<file path="src/rtl/ftc_pkg.sv">
package ftc_pkg;

    localparam int DATA_W = 32;
    localparam int NS_W   = 40;
    localparam int FRAC_W = 32;
    localparam int ADDR_W = 3;
    localparam int MAG_W  = DATA_W - 1;

    typedef enum logic [ADDR_W-1:0] {
        A_FRAC = 3'd0,
        A_LOW  = 3'd1,
        A_HIGH = 3'd2,
        A_RATE = 3'd3,
        A_AUX  = 3'd4
    } reg_addr_e;

    typedef struct packed {
        logic [NS_W-1:0]   ns;
        logic [FRAC_W-1:0] frac;
    } tod_t;

    typedef struct packed {
        logic             neg;
        logic [MAG_W-1:0] mag;
    } rate_t;

    // One tick: residue +/- magnitude, carry or borrow folds into the count.
    function automatic tod_t tod_advance(tod_t cur, rate_t r, logic [NS_W-1:0] step);
        logic [FRAC_W:0] acc;
        tod_t nxt;
        if (!r.neg) begin
            acc    = {1'b0, cur.frac} + {{(FRAC_W+1-MAG_W){1'b0}}, r.mag};
            nxt.ns = cur.ns + step + {{(NS_W-1){1'b0}}, acc[FRAC_W]};
        end else begin
            acc    = {1'b0, cur.frac} - {{(FRAC_W+1-MAG_W){1'b0}}, r.mag};
            nxt.ns = cur.ns + step - {{(NS_W-1){1'b0}}, acc[FRAC_W]};
        end
        nxt.frac = acc[FRAC_W-1:0];
        return nxt;
    endfunction

endpackage

</file>
<file path="src/rtl/ftc_regs.sv">
module ftc_regs
    import ftc_pkg::*;
(
    input  logic              clk,
    input  logic              rst,
    input  logic [ADDR_W-1:0] addr,
    input  logic              wr,
    input  logic [DATA_W-1:0] wdata,
    output rate_t             rate,
    output logic              halt,
    output logic              load,
    output tod_t              load_val
);

    localparam int HI_W = NS_W - DATA_W;

    logic [DATA_W-1:0] hold_low;
    logic [FRAC_W-1:0] hold_frac;

    always_ff @(posedge clk) begin
        if (rst) begin
            rate      <= '0;
            halt      <= 1'b1;
            hold_low  <= '0;
            hold_frac <= '0;
        end else if (wr) begin
            case (addr)
                A_FRAC: hold_frac <= wdata;
                A_LOW:  hold_low  <= wdata;
                A_RATE: rate      <= rate_t'(wdata);
                A_AUX:  halt      <= wdata[DATA_W-1];
                default: ;
            endcase
        end
    end

    assign load     = wr && (addr == A_HIGH);
    assign load_val = '{ns: {wdata[HI_W-1:0], hold_low}, frac: hold_frac};

    p_rate_write_r9: assert property (@(posedge clk) disable iff (rst)
        (wr && addr == A_RATE) |=> (rate == rate_t'($past(wdata))));

    p_aux_write_r2: assert property (@(posedge clk) disable iff (rst)
        (wr && addr == A_AUX) |=> (halt == $past(wdata[DATA_W-1])));

endmodule

</file>
<file path="src/rtl/ftc_counter.sv">
module ftc_counter
    import ftc_pkg::*;
#(
    parameter int STEP_NS = 8
) (
    input  logic  clk,
    input  logic  rst,
    input  logic  halt,
    input  rate_t rate,
    input  logic  load,
    input  tod_t  load_val,
    output tod_t  now
);

    localparam logic [NS_W-1:0] STEP = NS_W'(STEP_NS);

    always_ff @(posedge clk) begin
        if (rst)        now <= '0;
        else if (load)  now <= load_val;
        else if (!halt) now <= tod_advance(now, rate, STEP);
    end

    p_halt_hold_r2: assert property (@(posedge clk) disable iff (rst)
        (halt && !load) |=> (now == $past(now)));

    p_load_r8: assert property (@(posedge clk) disable iff (rst)
        load |=> (now == $past(load_val)));

    p_nominal_r3: assert property (@(posedge clk) disable iff (rst)
        (!halt && !load && rate.mag == '0) |=>
        ((now.ns - $past(now.ns)) == STEP && now.frac == $past(now.frac)));

    p_pos_step_r4: assert property (@(posedge clk) disable iff (rst)
        (!halt && !load && !rate.neg) |=>
        ((now.ns - $past(now.ns)) == STEP || (now.ns - $past(now.ns)) == STEP + 1'b1));

    p_neg_step_r5: assert property (@(posedge clk) disable iff (rst)
        (!halt && !load && rate.neg) |=>
        ((now.ns - $past(now.ns)) == STEP || (now.ns - $past(now.ns)) == STEP - 1'b1));

endmodule

</file>
<file path="src/rtl/ftc_readout.sv">
module ftc_readout
    import ftc_pkg::*;
(
    input  logic              clk,
    input  logic              rst,
    input  logic [ADDR_W-1:0] addr,
    input  logic              rd,
    input  tod_t              now,
    input  rate_t             rate,
    input  logic              halt,
    output logic [DATA_W-1:0] rdata
);

    tod_t snap;

    always_ff @(posedge clk) begin
        if (rst) begin
            snap  <= '0;
            rdata <= '0;
        end else if (rd) begin
            case (addr)
                A_FRAC: begin
                    snap  <= now;
                    rdata <= now.frac;
                end
                A_LOW:   rdata <= snap.ns[DATA_W-1:0];
                A_HIGH:  rdata <= DATA_W'(snap.ns[NS_W-1:DATA_W]);
                A_RATE:  rdata <= rate;
                A_AUX:   rdata <= {halt, {(DATA_W-1){1'b0}}};
                default: rdata <= '0;
            endcase
        end
    end

    p_high_reserved_r6: assert property (@(posedge clk) disable iff (rst)
        (rd && addr == A_HIGH) |=> (rdata[DATA_W-1:NS_W-DATA_W] == '0));

    p_snap_hold_r7: assert property (@(posedge clk) disable iff (rst)
        !(rd && addr == A_FRAC) |=> $stable(snap));

    p_snap_take_r7: assert property (@(posedge clk) disable iff (rst)
        (rd && addr == A_FRAC) |=> (snap == $past(now)));

endmodule

</file>
<file path="src/rtl/fine_tod_clock.sv">
module fine_tod_clock
    import ftc_pkg::*;
#(
    parameter int STEP_NS = 8
) (
    input  logic              clk,
    input  logic              rst,
    input  logic [ADDR_W-1:0] bus_addr,
    input  logic              bus_wr,
    input  logic              bus_rd,
    input  logic [DATA_W-1:0] bus_wdata,
    output logic [DATA_W-1:0] bus_rdata
);

    rate_t rate;
    logic  halt;
    logic  load;
    tod_t  load_val;
    tod_t  now;

    ftc_regs u_regs (
        .clk(clk), .rst(rst), .addr(bus_addr), .wr(bus_wr), .wdata(bus_wdata),
        .rate(rate), .halt(halt), .load(load), .load_val(load_val)
    );

    ftc_counter #(.STEP_NS(STEP_NS)) u_count (
        .clk(clk), .rst(rst), .halt(halt), .rate(rate),
        .load(load), .load_val(load_val), .now(now)
    );

    ftc_readout u_read (
        .clk(clk), .rst(rst), .addr(bus_addr), .rd(bus_rd),
        .now(now), .rate(rate), .halt(halt), .rdata(bus_rdata)
    );

endmodule

</file>
<file path="config.mk">
export PLATFORM = sky130hd
export DESIGN_NAME = fine_tod_clock
export DESIGN_NICKNAME = d
export VERILOG_FILES = /design/src/rtl/ftc_pkg.sv /design/src/rtl/ftc_regs.sv /design/src/rtl/ftc_counter.sv /design/src/rtl/ftc_readout.sv /design/src/rtl/fine_tod_clock.sv
export SDC_FILE = /design/constraint.sdc
export NUM_CORES = 1
export LEC_CHECK = 0
export CORE_ASPECT_RATIO = 1.2
export CORE_MARGIN = 4
export CORE_UTILIZATION = 59
export DETAILED_ROUTE_END_ITERATION = 12
export DONT_BUFFER_PORTS = 1
export PLACE_DENSITY = 0.82
export SYNTH_ARGS = -nofsm -noshare
export SYNTH_HDL_FRONTEND = slang
export SYNTH_SLANG_ARGS = --single-unit
</file>
<file path="constraint.sdc">
create_clock -name clk -period 10.12 [get_ports clk]
set_input_delay 3.036 -clock clk [delete_from_list [all_inputs] [get_ports clk]]
set_output_delay 3.036 -clock clk [all_outputs]
set_load 0.01 [all_outputs]
</file>
### After elaboration in Yosys (flattened, before gate mapping)

Index checks and enable logic that the tools add are counted.
W data, S select, Z words.

| storage, ports and cells | value |
|---|---|
| word-level logic and storage cells | 31 |
| bits of input ports | 39 |
| bits in registers | 241 |

| cells by class | value |
|---|---|
| equal/unequal tests | 5 |
| mux-type cells | 5 |
| reductions and logical operators | 7 |
| $add $sub $neg | 5 |

Operator list:

| cell | count |
|---|---|
| $pmux W32 S5 | 1 |
| $mux W72 | 2 |
| $add A40 B1 Y40 | 1 |
| $add A40 B4 Y40 const B | 1 |
| $mux W40 | 1 |
| $sub A40 B1 Y40 | 1 |
| $add A32 B31 Y33 | 1 |
| $sub A32 B31 Y33 | 1 |
| $mux W32 | 1 |
| $reduce_and A2 Y1 | 5 |
| $eq A3 B2 Y1 const B | 2 |
| $eq A3 B1 Y1 const B | 1 |
| $eq A3 B3 Y1 const B | 1 |
| $logic_not A3 Y1 | 1 |
| $ne A2 B2 Y1 const B | 1 |
| $logic_and A1 B1 Y1 | 1 |

### Longest topological paths before layout

Gate-level depths: netlist of the first run.

| logic depth | value |
|---|---|
| depth in word-level cells | 5 |
| depth in mapped cells | 27 |
| depth with buffers taken out | 27 |

### By module

From an unflattened synthesis of the first run, not the netlist that was laid out.

| unflattened totals | value |
|---|---|
| cells, all modules | 2,075 |
| area, all modules | 16,693.5 µm² |

By module, submodules not included:

| module | cells each | instances | seq. area each (µm²) | area an instance (µm²) |
|---|---|---|---|---|
| ftc_counter | 1,349 | 1 | 1,441.4 | 9,550.4 |
| ftc_regs | 365 | 1 | 1,941.9 | 4,021.4 |
| ftc_readout | 361 | 1 | 1,441.4 | 3,121.7 |

### Worst setup path before layout of the first run

OpenSTA, ideal clock, no wires.

| timing | value |
|---|---|
| path type | flip-flop to flip-flop |
| start point | reg, netlist name u_regs.rate[27] |
| end point | reg, netlist name u_count.now[71] |
| library setup time | 0.059 ns |
| arrival time | 6.051 ns |
| stages on the path, launching flop included | 25 |
| path slack | 4.011 ns |
| clock period less this slack | 6.109 ns |
| path buffers | 2 |
| path through | dfxtp_1 > inv_1 > ha_1 > buf_2 > or4_4 > or3_1 > or3_4 > nor2_2 > o21ai_2 > nand2_1 > inv_2 > clkbuf_1 > ha_1 > a21oi_1 > o21ai_1 > a21o_1 > a21o_1 > a21o_1 > a221o_1 > a311o_1 > a21oi_1 > nor4_1 > mux2_1 > o21ai_1 > o211a_1 |

| on the way | value |
|---|---|
| cells in the longest elaborated chain, start to end | 5 |

RTL lines:

| item | RTL line | text |
|---|---|---|
| $add A32 B31 Y33 or $sub A32 B31 Y33 (tied branches) | ftc_pkg.sv:32, ftc_pkg.sv:35 |  |
| $add A40 B1 Y40 or $sub A40 B1 Y40 (tied branches) | ftc_pkg.sv:33, ftc_pkg.sv:36 |  |
| $mux W40 (*) | ftc_pkg.sv:31 | `if (!r.neg) begin` |
| $mux W72 (*) | ftc_counter.sv:20 | `else if (!halt) now <= tod_advance(now, rate, STEP);` |
| $mux W72 (*) | ftc_counter.sv:19 | `else if (load) now <= load_val;` |

Mark *: on every way between the ends. The rest lies on a longest branch, timed or not. The select of a mux whose other input is x is not followed.
A chain may end at the register's enable or synchronous reset.

### Final worst setup path of the first run

| timing | value |
|---|---|
| start point | reg, netlist name u_regs.rate[2] |
| end point | reg, netlist name u_count.now[71] |

| on the way | value |
|---|---|
| cells in the longest elaborated chain, start to end | 5 |

RTL lines:

| item | RTL line |
|---|---|
| $add A32 B31 Y33 or $sub A32 B31 Y33 (tied branches) | ftc_pkg.sv:32, ftc_pkg.sv:35 |
| $add A40 B1 Y40 or $sub A40 B1 Y40 (tied branches) | ftc_pkg.sv:33, ftc_pkg.sv:36 |
| $mux W40 (*) | ftc_pkg.sv:31 |
| $mux W72 (*) | ftc_counter.sv:20 |
| $mux W72 (*) | ftc_counter.sv:19 |

Marked as above.

==> out/metrics.cfg, run 1 <==
[sta]
rsz0062_at_grt = false
min_period_ns = 6.56
hold_viol = 0
clock.fmax_mhz = 152
slew_viol_final = 0
tightest_slew_ns = 1.06
post-route-period-util_pct = 64.8
finalSetupViolations = 0
setup_tns_ns = 0
relSlewSlack_pct = 28.8
finalClockSkew_ns = 0.0239

[logic_synthesis]
ys.flop_type = dfxtp_1
synth.net_count = 2280
synth_largest_area_cell = dfxtp_1
synth_edf_count = 0
synth_area_mm2 = 0.0158
synth-seq-cells = 241
async_flop_share_pct = 0
yosys_warnings = 0
synth_seq_area_share_pct = 30.5
synth_cells = 2139
synth_top_area_share_pct = 30.5
synth_cell_types = 79
yosys-top-cells-area = dfxtp_1, a21oi_1, nand2_1
syn_avg_cell_area_um2 = 7.40

[cts]
post_cts_buffers = 0
cts_resized = 0
cts_buffer_depth = 3
clockRootBuffer = clkbuf_16
path_clk_slew_ns = 0.07
cts_hold_buf = 0
cts-buffers-inserted = 25
htree_levels = 1
cts_tree = yes
cts.sinks = 241
clk_latency_ns = 0.55

[floorplanning]
die_h_um = 187
start_util_pct = 60.1
fp-row-count = 65
io_pins = 71
die_width_um = 158
core_mm2 = 0.0264
die-area_mm2 = 0.0295

[critical_path]
r2r_end = u_count.now[71]
arrival_ns = 7.05
worstPathRequired_ns = 10.61
end_kind = register
crit_path_start_kind = register
ff2ff_setup_slack_ns = 3.56
crit_path_max_fanout = 45
r2r_start = u_regs.rate[2]
crit_type = reg -> reg
rr_worst_depth = 22

[cells_and_area]
layout_common_cells = nand2_1, a21oi_1, dfxtp_1, nor2_1, ha_1
fin_cells = 2396
drive_gt1_share_pct = 4.46
num-fill-cells = 2337
final_common_cell = nand2_1
nets = 2184
final_core_util_pct = 63.3
antenna_cells = 0
final_area_mm2 = 0.0167
syn_to_final_growth_pct = 5.42

[routing]
wl_met3_um = 4740
vias_per_cell = 6.42
drtAntennaViolNets = 0
drc_errors = 0
wl_met1_um = 19700
drt-initial-drc-count = 1759
wirelength_um = 50900
top_layer_used = met4
met2_length_um = 24100
dr.pass1.iters = 6
vias = 15392
wire_per_inst_um = 21.3

[placed_design]
routabilityCongestion = 0.952
io_buffer_count = 0
dpl_cell_area_mm2 = 0.0159
post-dp-hpwl_um = 34300
place_inst = 2351

[power_and_ir_drop]
p_leak_nw = 6.64
power_density_mw_per_mm2 = 142
ir_drop_uv = 94.3

[hold_path]
hp-start = u_regs.hold_low[27]
holdPathEnd = u_regs.hold_low[27]
hold_depth = 2
min_path_type = reg -> reg

[run]
drv_cap = 0

[status]
outcome = finished, final reports clean

[global_routing]
grt_start_max_net_pins = 227
first_global_vias = 14733
grt_util_all_layers_pct = 33.4
grt_pass1_wl_um = 79700
antenna_found_initial = 0
overflow = 0

==> cell usage after synthesis (all sizes together) (3+ instances only) <==
library cell  number
a211oi            22
a21boi             3
a21o              40
a21oi            315
a221oi             6
a311oi             4
a31oi             11
and2              14
and3              20
and4               6
buf               15
clkbuf           122
dfxtp            241
ha               100
inv               84
mux2i             37
mux4               8
nand2            399
nand2b             9
nand3             34
nand3b            11
nand4             28
nor2             138
nor2b             44
nor3              26
nor4               5
o211a             14
o211ai            22
o21a              13
o21ai            144
o21bai            28
o221ai             6
o31ai             12
o41ai              5
or3               11
xnor2             69
xor2              34
==> metrics by stage <==
stage | hold slack (ns) | power, mW | setup WS [ns]
6_report | 0.447 | 2.37 | 3.56
5_1_grt | 0.461 | 2.45 | 3.18
4_1_cts | 0.448 | 2.36 | 3.69
3_5_place_dp | 0.440 | 1.44 | 3.72
3_3_place_gp | 0.435 | 1.44 | 3.87
2_1_floorplan | 0.432 | 1.36 | 4.01
==> cell families after synthesis <==
kind of cell / after synthesis / synth area share (%)
AND/OR/NAND/NOR: 753 / 21.2
AO/OA/AOI/OAI: 671 / 25.6
flip-flops: 241 / 30.5
buffers and inverters: 222 / 5.29
XOR/XNOR: 103 / 5.70
adder cells (fa/ha/maj): 102 / 8.16
multiplexers: 47 / 3.62
==> critical path: stages, from the launching register on <==
cell and delay [ns]:
dfxtp_1 0.40, inv_1 0.07, ha_1 0.37, nand2b_1 0.20, a221oi_1 0.40, o221ai_1 0.39
nor3b_1 0.72, o21ai_2 0.22, nand2_1 0.24, inv_2 0.40, ha_1 0.53, a21oi_1 0.19
o21ai_1 0.11, a21o_1 0.18, a21o_1 0.17, a21o_1 0.17, a221o_1 0.38, a311o_1 0.36
a21oi_1 0.29, nor4_1 0.12, mux2_1 0.33, o21ai_1 0.12, o211a_1 0.15
==> worst max-delay path by stage <==
stage                    startpoint               to
floorplan           u_regs.rate[27]  u_count.now[71]
global placement     u_regs.rate[2]  u_count.now[71]
detailed placement   u_regs.rate[2]  u_count.now[71]
CTS                  u_regs.rate[2]  u_count.now[71]
global route         u_regs.rate[2]  u_count.now[63]
finish               u_regs.rate[2]  u_count.now[71]
==> registers in the layout (all words and copies together), names as in the netlist <==
name	cells
u_regs.hold_low	32
u_read.rdata	32
u_regs.rate	32
u_read.snap	40
u_regs.hold_frac	32
u_count.now	72
u_regs.halt	1
==> power breakdown <==
| group | switching (mW) | total, mW | internal [mW] | leakage, nW |
|---|---|---|---|---|
| sequential | 0.0258 | 0.995 | 0.969 | 1.95 |
| combinational | 0.257 | 0.438 | 0.181 | 4.29 |
| clock | 0.400 | 0.933 | 0.533 | 0.401 |
==> per-layer routing <==
layer,track usage [%],vias to the layer above
met5,0,-
met4,14.4,0
met3,5.72,172
met2,55.3,728
met1,42.5,7244
li1,-,7248
==> area by class of cell <==
class | count | area [µm²] | share of cell area (%)
clock buffers | 38 | 744 | 4.46
clock inverters | 7 | 70.1 | 0.420
inverters | 85 | 319 | 1.91
multi-input cells | 1676 | 10200 | 61.1
flip-flops and latches | 241 | 4830 | 28.9
well taps | 335 | 419 | 2.51
repair buffers | 14 | 105 | 0.630
Note: power is estimated with default switching activity, not from simulation.
==> inputs of run 2 (changes only) <==
--- a/config.mk
+++ b/config.mk
@@ -10,7 +10,7 @@
 export CORE_UTILIZATION = 59
 export DETAILED_ROUTE_END_ITERATION = 12
 export DONT_BUFFER_PORTS = 1
-export PLACE_DENSITY = 0.82
+export PLACE_DENSITY = 0.85
 export SYNTH_ARGS = -nofsm -noshare
 export SYNTH_HDL_FRONTEND = slang
 export SYNTH_SLANG_ARGS = --single-unit
==> constraint.sdc (replaced) <==
create_clock -name clk -period 5.35 [get_ports clk]
set_input_delay 1.605 -clock clk [delete_from_list [all_inputs] [get_ports clk]]
set_output_delay 1.605 -clock clk [all_outputs]
set_load 0.01 [all_outputs]
==> run 2 against run 1 <==
Against the previous run: largest power group unchanged; clock skew down 0.013 ns; clock-buffer cell count down 5; routed wire length up 0.77%; cell area up 5.1%; sequential power up 89%; non-clock buffer count up 87; final cell count up 3.6%; die area unchanged; core utilization up 3.2 points; power up 92%; worst hold slack better by 0.0038 ns; first-iteration DRC count up 16%.
==> out/metrics.cfg, run 2 (synthesis results as in run 1) <==
[routing]
wire_per_inst_um = 20.7  ; was 21.3 µm
drtAntennaViolNets = 0  ; unchanged
wirelength_um = 51300  ; was 50900 µm
dr.pass1.iters = 6  ; unchanged
vias = 15848  ; was 15.4k
drc_errors = 0  ; unchanged
vias_per_cell = 6.39  ; was 6.42
drt-initial-drc-count = 2046  ; was 1759

[critical_path]
r2r_start = u_regs.rate[24]  ; was u_regs.rate[2]
end_kind = register  ; unchanged
crit_path_start_kind = register  ; unchanged
rr_worst_depth = 24  ; was 22
critical_path.cell_chain = inv_1, ha_1, or4_4, or3_4, or3_4, nor2_4, o21ai_2, nand2_2, inv_6, buf_6, ha_1, buf_4, nand2_1, o21ai_0, nand2b_1, o211ai_1, a21o_1, a21oi_1, o21a_1, o41ai_2, buf_4, a221oi_4, mux2i_1, a311oi_1  ; was inv_1, ha_1, nand2b_1, a221oi_1, o221ai_1, nor3b_1, o21ai_2, nand2_1, inv_2, ha_1, a21oi_1, o21ai_1, a21o_1, a21o_1, a21o_1, a221o_1, a311o_1, a21oi_1, nor4_1, mux2_1, o21ai_1, o211a_1
arrival_ns = 5.65  ; was 7.05 ns
slowest_stage = or4_4  ; was nor3b_1
cpPeakStageDelay_ns = 0.56  ; was 0.72 ns
r2r_end = u_count.now[69]  ; was u_count.now[71]
crit_path_max_fanout = 13  ; was 45
critPathBufInv = 5  ; was 2
ff2ff_setup_slack_ns = 0.15  ; was 3.56 ns
critical-path-top-delay-family = simple AND/OR/NAND/NOR gates  ; was compound AO/OA/AOI/OAI gates
worstPathRequired_ns = 5.79  ; was 10.61 ns
crit_type = reg -> reg  ; unchanged

[cts]
clk_latency_ns = 0.54  ; was 0.55 ns
path_clk_slew_ns = 0.07  ; about the same
cts.sinks = 241  ; unchanged
cts_tree = yes  ; unchanged
htree_levels = 1  ; unchanged
cts_hold_buf = 0  ; unchanged
cts-buffers-inserted = 25  ; unchanged
cts_buffer_depth = 3  ; unchanged
clockRootBuffer = clkbuf_16  ; unchanged

[sta]
tightest_slew_ns = 0.988  ; was 1.06 ns
min_period_ns = 5.20  ; was 6.56 ns
relSlewSlack_pct = 33.9  ; was 28.8%
post-route-period-util_pct = 97.3  ; was 64.8%
hold_viol = 0  ; unchanged
hold_ws_ns = 0.451  ; was 0.447 ns
finalSetupViolations = 0  ; unchanged
clock.fmax_mhz = 192  ; was 152 MHz
slew_viol_final = 0  ; unchanged
finalClockSkew_ns = 0.0114  ; was 0.0239 ns
rsz0062_at_grt = true  ; was false

[placed_design]
routabilityCongestion = 0.949  ; was 0.952
post-dp-hpwl_um = 35300  ; was 34300 µm
io_buffer_count = 0  ; unchanged
place_inst = 2432  ; was 2351

[cells_and_area]
syn_to_final_growth_pct = 10.8  ; was 5.42%
multi_input_area_mm2 = 0.0104  ; was 0.0102 mm²
regArea_mm2 = 0.00483  ; about the same
final_core_util_pct = 66.5  ; was 63.3%
nets = 2271  ; was 2184
layout_common_cells = nand2_1, a21oi_1, dfxtp_1, nor2_1, buf_4  ; was nand2_1, a21oi_1, dfxtp_1, nor2_1, ha_1
largest_reg_flops = 72  ; unchanged
num-fill-cells = 2231  ; was 2337
reg_top3 = u_count.now x72, u_read.snap x40  ; unchanged
drive_gt1_share_pct = 9.97  ; was 4.46%
final_common_cell = nand2_1  ; unchanged
top_register = u_count.now  ; unchanged
antenna_cells = 0  ; unchanged
fin_cells = 2482  ; was 2396

[hold_path]
hp-start = u_regs.hold_low[18]  ; was u_regs.hold_low[27]
holdPathEnd = u_regs.hold_low[18]  ; was u_regs.hold_low[27]
min_path_type = reg -> reg  ; unchanged
hold_depth = 2  ; unchanged

[power_and_ir_drop]
intPower_mw = 3.19  ; was 1.68 mW
clkPwrFrac_pct = 37.1  ; was 39.4%
p_leak_nw = 7.09  ; was 6.64 nW
p_comb_share_pct = 21.4  ; was 18.5%
switching_share_pct = 29.7  ; was 28.9%
power_density_mw_per_mm2 = 259  ; was 142 mW/mm²
pwr-share-seq_pct = 41.5  ; was 42.0%
power.switching_mw = 1.35  ; was 683 µW
ir_drop_uv = 167  ; was 94.3 µV

[floorplanning]
start_util_pct = 60.1  ; unchanged
fp-row-count = 65  ; unchanged
io_pins = 71  ; unchanged
die-area_mm2 = 0.0295  ; unchanged
core_mm2 = 0.0264  ; unchanged
die_width_um = 158  ; unchanged
die_h_um = 187  ; unchanged

[global_routing]
grt_util_all_layers_pct = 32.9  ; was 33.4%
first_global_vias = 15039  ; was 14.7k
overflow = 0  ; unchanged
antenna_found_initial = 0  ; unchanged
grt_start_max_net_pins = 227  ; unchanged
grt_pass1_wl_um = 79400  ; was 79700 µm

[run]
drv_cap = 0  ; unchanged

[status]
outcome = finished, final reports clean  ; unchanged

-- run 2: cell type report --
cell class	count	area share, %
repair buffers	101	4.37
flip-flops and latches	241	27.6
inverters	85	1.85
multi-input cells	1676	59.5
well taps	335	2.39
clock inverters	11	0.378
clock buffers	33	3.97
-- run 2: metrics by stage --
step,power [mW],area [µm²],TNS (ns),setup WS [ns]
2_1_floorplan,2.58,15900,0,0.00205
6_report,4.54,17500,0,0.146
3_5_place_dp,2.81,16500,-0.0564,-0.0283
3_3_place_gp,2.80,16500,-0.0139,-0.0139
5_1_grt,4.69,17500,-0.355,-0.0826
4_1_cts,4.47,17300,0,0.00421
-- run 2: worst max path at each step --
| stage | start | endpoint | slack [ns] | cells past startpoint |
|---|---|---|---|---|
| after floorplan | u_regs.rate[27] | u_count.now[69] | 0.002 | 23 |
| after global placement | u_count.now[0] | u_count.now[71] | -0.01 | 30 |
| after detailed placement | u_count.now[0] | u_count.now[71] | -0.03 | 30 |
| after CTS | u_regs.rate[27] | u_count.now[69] | 0.004 | 24 |
| after global routing | u_count.now[0] | u_count.now[66] | -0.08 | 31 |
| final | u_regs.rate[24] | u_count.now[69] | 0.15 | 24 |
-- run 2: power by group through the flow --
stage	Combinational (mW)	Clock (mW)	Sequential (mW)
global placement	0.879	0	1.92
detailed placement	0.893	0	1.92
CTS	0.912	1.68	1.88
floorplan	0.675	0	1.90
finish	0.972	1.68	1.88
global route	1.04	1.76	1.88
-- run 2: worst min-delay path: cells and delay by family, from the launching register on --
| family | cells | cell delay, ns |
|---|---|---|
| flip-flops | 1 | 0.31 |
| AND/OR/NAND/NOR | 1 | 0.05 |
| AO/OA/AOI/OAI | 1 | 0.05 |
-- run 2: repair_timing --
| item | in CTS | in global routing |
|---|---|---|
| endpoints found under the setup margin | 6 | 27 |
| pin swaps | 2 | 16 |
| cloned | 0 | 0 |
| hold endpoints to repair | 0 | 0 |
| resized for setup | 5 | 36 |
| setup buffers | 0 | 6 |
-- run 2: routing by layer --
| metal | up-vias | track usage (%) | share of wire, % |
|---|---|---|---|
| li1 | 7417 | - | - |
| met1 | 7499 | 41.6 | 39 |
| met2 | 766 | 55.5 | 48 |
| met3 | 166 | 5.28 | 8.4 |
| met4 | 0 | 13.8 | 4.4 |
| met5 | - | 0 | 0 |
==> inputs of run 3 (changes only) <==
--- a/config.mk
+++ b/config.mk
@@ -5,6 +5,7 @@
 export SDC_FILE = /design/constraint.sdc
 export NUM_CORES = 1
 export LEC_CHECK = 0
+export ABC_AREA = 1
 export CORE_ASPECT_RATIO = 1.2
 export CORE_MARGIN = 4
 export CORE_UTILIZATION = 59
==> run 3 against run 2 <==
Against the previous run: die area up 2.3%; combinational power about the same; critical path depth shrank 1.
==> out/metrics.cfg, run 3 <==
[routing]
vias = 17112  ; was 15.8k
drc_errors = 0  ; unchanged
drt-initial-drc-count = 1800  ; was 2046
wirelength_um = 57900  ; was 51300 µm
drtAntennaViolNets = 0  ; unchanged
wire_per_inst_um = 20.8  ; was 20.7 µm
dr.pass1.iters = 6  ; unchanged
vias_per_cell = 6.16  ; was 6.39

[power_and_ir_drop]
switching_share_pct = 32.1  ; was 29.7%
power.switching_mw = 1.51  ; was 1.35 mW
pwr-share-seq_pct = 39.9  ; was 41.5%
p_comb_share_pct = 20.7  ; was 21.4%
finalPower_mw = 4.71  ; was 4.54 mW
power_density_mw_per_mm2 = 272  ; was 259 mW/mm²
intPower_mw = 3.19  ; about the same
p_leak_nw = 7.86  ; was 7.09 nW
ir_drop_uv = 269  ; was 167 µV
clkPwrFrac_pct = 39.4  ; was 37.1%

[sta]
clock.fmax_mhz = 215  ; was 192 MHz
fin_ws_ns = 0.699  ; was 0.146 ns
setup_tns_ns = 0  ; unchanged
post-route-period-util_pct = 86.9  ; was 97.3%
rsz0062_at_grt = false  ; was true
relSlewSlack_pct = 13.1  ; was 33.9%
min_period_ns = 4.65  ; was 5.20 ns
hold_viol = 0  ; unchanged
tightest_slew_ns = 1.30  ; was 0.988 ns
finalClockSkew_ns = 0.0281  ; was 0.0114 ns
finalSetupViolations = 0  ; unchanged
hold_ws_ns = 0.451  ; about the same
slew_viol_final = 0  ; unchanged

[logic_synthesis]
synth_top_area_share_pct = 29.8  ; was 30.5%
synth_cell_types = 59  ; was 79
synth_area_mm2 = 0.0162  ; was 0.0158 mm²
yosys-top-cells-area = dfxtp_1, nand2_1, a21oi_1  ; was dfxtp_1, a21oi_1, nand2_1
async_flop_share_pct = 0  ; unchanged
syn_avg_cell_area_um2 = 6.54  ; was 7.40 µm²
synth_cells = 2479  ; was 2139
synth-seq-cells = 241  ; unchanged
yosys-top-cells-count = nand2_1, inv_1, a21oi_1  ; was nand2_1, a21oi_1, dfxtp_1
synth.net_count = 2620  ; was 2280
ys.flop_type = dfxtp_1  ; unchanged
synth_largest_area_cell = dfxtp_1  ; unchanged
yosys_warnings = 0  ; unchanged
yosysMostFrequentCell = nand2_1  ; unchanged
synth_seq_area_share_pct = 29.8  ; was 30.5%
synth_edf_count = 0  ; unchanged

[critical_path]
worstPathRequired_ns = 5.84  ; was 5.79 ns
arrival_ns = 5.14  ; was 5.65 ns
ff2ff_setup_slack_ns = 0.70  ; was 0.15 ns
crit_path_max_fanout = 42  ; was 13
crit_type = reg -> reg  ; unchanged
crit_path_start_kind = register  ; unchanged
end_kind = register  ; unchanged

[cells_and_area]
drive_gt1_share_pct = 5.21  ; was 9.97%
nets = 2563  ; was 2271
top_register = u_count.now  ; unchanged
largest_reg_flops = 72  ; unchanged
antenna_cells = 0  ; unchanged
syn_to_final_growth_pct = 6.65  ; was 10.8%
layout_common_cells = nand2_1, inv_1, a21oi_1, dfxtp_1, o21ai_0  ; was nand2_1, a21oi_1, dfxtp_1, nor2_1, buf_4
final_common_cell = nand2_1  ; unchanged
reg_top3 = u_count.now x72, u_read.snap x40  ; unchanged
final_area_mm2 = 0.0173  ; was 0.0175 mm²

[floorplanning]
io_pins = 71  ; unchanged
die-area_mm2 = 0.0302  ; was 0.0295 mm²
die_width_um = 159  ; was 158 µm
fp-row-count = 66  ; was 65
core_mm2 = 0.0271  ; was 0.0264 mm²
start_util_pct = 59.9  ; was 60.1%
die_h_um = 190  ; was 187 µm

[cts]
post_cts_buffers = 0  ; unchanged
cts-buffers-inserted = 26  ; was 25
cts_tree = yes  ; unchanged
cts_hold_buf = 0  ; unchanged
cts.sinks = 241  ; unchanged
clk_latency_ns = 0.57  ; was 0.54 ns
htree_levels = 1  ; unchanged
clockRootBuffer = clkbuf_16  ; unchanged
path_clk_slew_ns = 0.06  ; was 0.07 ns
cts_resized = 0  ; was 5
cts_buffer_depth = 3  ; unchanged

[status]
outcome = finished, final reports clean  ; unchanged

[hold_path]
min_path_type = reg -> reg  ; unchanged

[global_routing]
overflow = 0  ; unchanged
first_global_vias = 16636  ; was 15.0k
grt_start_max_net_pins = 129  ; was 227
antenna_found_initial = 1  ; was 0
grt_pass1_wl_um = 89700  ; was 79400 µm
grt_util_all_layers_pct = 37.0  ; was 32.9%

[placed_design]
dpl_cell_area_mm2 = 0.0164  ; was 0.0165 mm²
post-dp-hpwl_um = 43000  ; was 35300 µm
pre_cts_ws_ns = 0.805  ; was -0.0283 ns
routabilityCongestion = 1.03  ; was 0.949
io_buffer_count = 0  ; unchanged

[run]
drv_cap = 0  ; unchanged

run 3: changes by cell type in the layout (fill, tap and decap cells not counted), moves of 55 or more:
cell,delta
inv_1,+251
o21ai_1,-55
nand3_1,+76
o21ai_0,+153
xnor2_1,-64
nand2_1,+110
buf_4,-77
run 3: worst max-delay path, stage by stage (launching register included):
cell     delay (ns)
dfxtp_1        0.33
ha_1           0.24
fa_1           0.40
nand3_1        0.10
nand2_1        0.09
nand2_1        0.09
nand2_2        0.10
nand2_2        0.09
nand2_2        0.11
nand2_1        0.10
nand2_2        0.13
nand2_4        0.46
ha_1           0.41
a21oi_1        0.20
inv_1          0.07
a31oi_1        0.34
o21ai_0        0.33
nand2_1        0.14
nand2_1        0.06
a21oi_1        0.29
nand3_1        0.13
nand2_1        0.07
nand3_1        0.10
a21oi_1        0.16
run 3: cells by family after synthesis:
logic type	Yosys count	synth area share, %
AOI/OAI and AO/OA	721	24.3
adders and majority gates	102	7.96
buffers and inverters	445	10.4
DFF	241	29.8
xor gates and xnor gates	70	3.78
muxes	3	0.193
and+or+nand+nor	897	23.6
run 3: metal layers:
layer | global-route usage [%] | vias to the layer above | part of all wire, %
li1 | - | 8111 | -
met1 | 43.3 | 7924 | 38
met2 | 64.5 | 865 | 48
met3 | 4.94 | 210 | 7.8
met4 | 22.8 | 2 | 6.8
met5 | 0 | - | 0.022
run 3: stage by stage:
step,util (%),instances
floorplan,-,2479
global placement,60.6,2734
detailed placement,60.6,2734
CTS,63.8,2779
global route,63.8,2779
finish,63.8,2779
run 3: path summary, 6_finish.rpt:
check / startpoint / to / depth (start not counted)
worst max-delay path: u_regs.rate[0] / u_count.now[65] / 23
worst min-delay path: u_regs.hold_frac[18] / u_regs.hold_frac[18] / 2
worst max register to register: u_regs.rate[0] / u_count.now[65] / 23
worst min register to register: u_regs.hold_frac[18] / u_regs.hold_frac[18] / 2
run 3: final cells by class:
cell class / instances / area, µm²
timing repair buffer: 22 / 165
tap: 340 / 425
clock buffer: 28 / 668
fill: 2489 / 9790
sequential: 241 / 4820
inverter: 338 / 1270
clock inverter: 17 / 201
multi-input combinational: 1793 / 9740
run 3: power groups by stage:
stage / clock [mW] / sequential [mW] / combinational, mW
floorplan: 0 / 1.90 / 0.684
global route: 1.93 / 1.88 / 1.08
CTS: 1.86 / 1.88 / 0.953
finish: 1.86 / 1.88 / 0.973
detailed placement: 0 / 1.92 / 0.946
global placement: 0 / 1.91 / 0.941
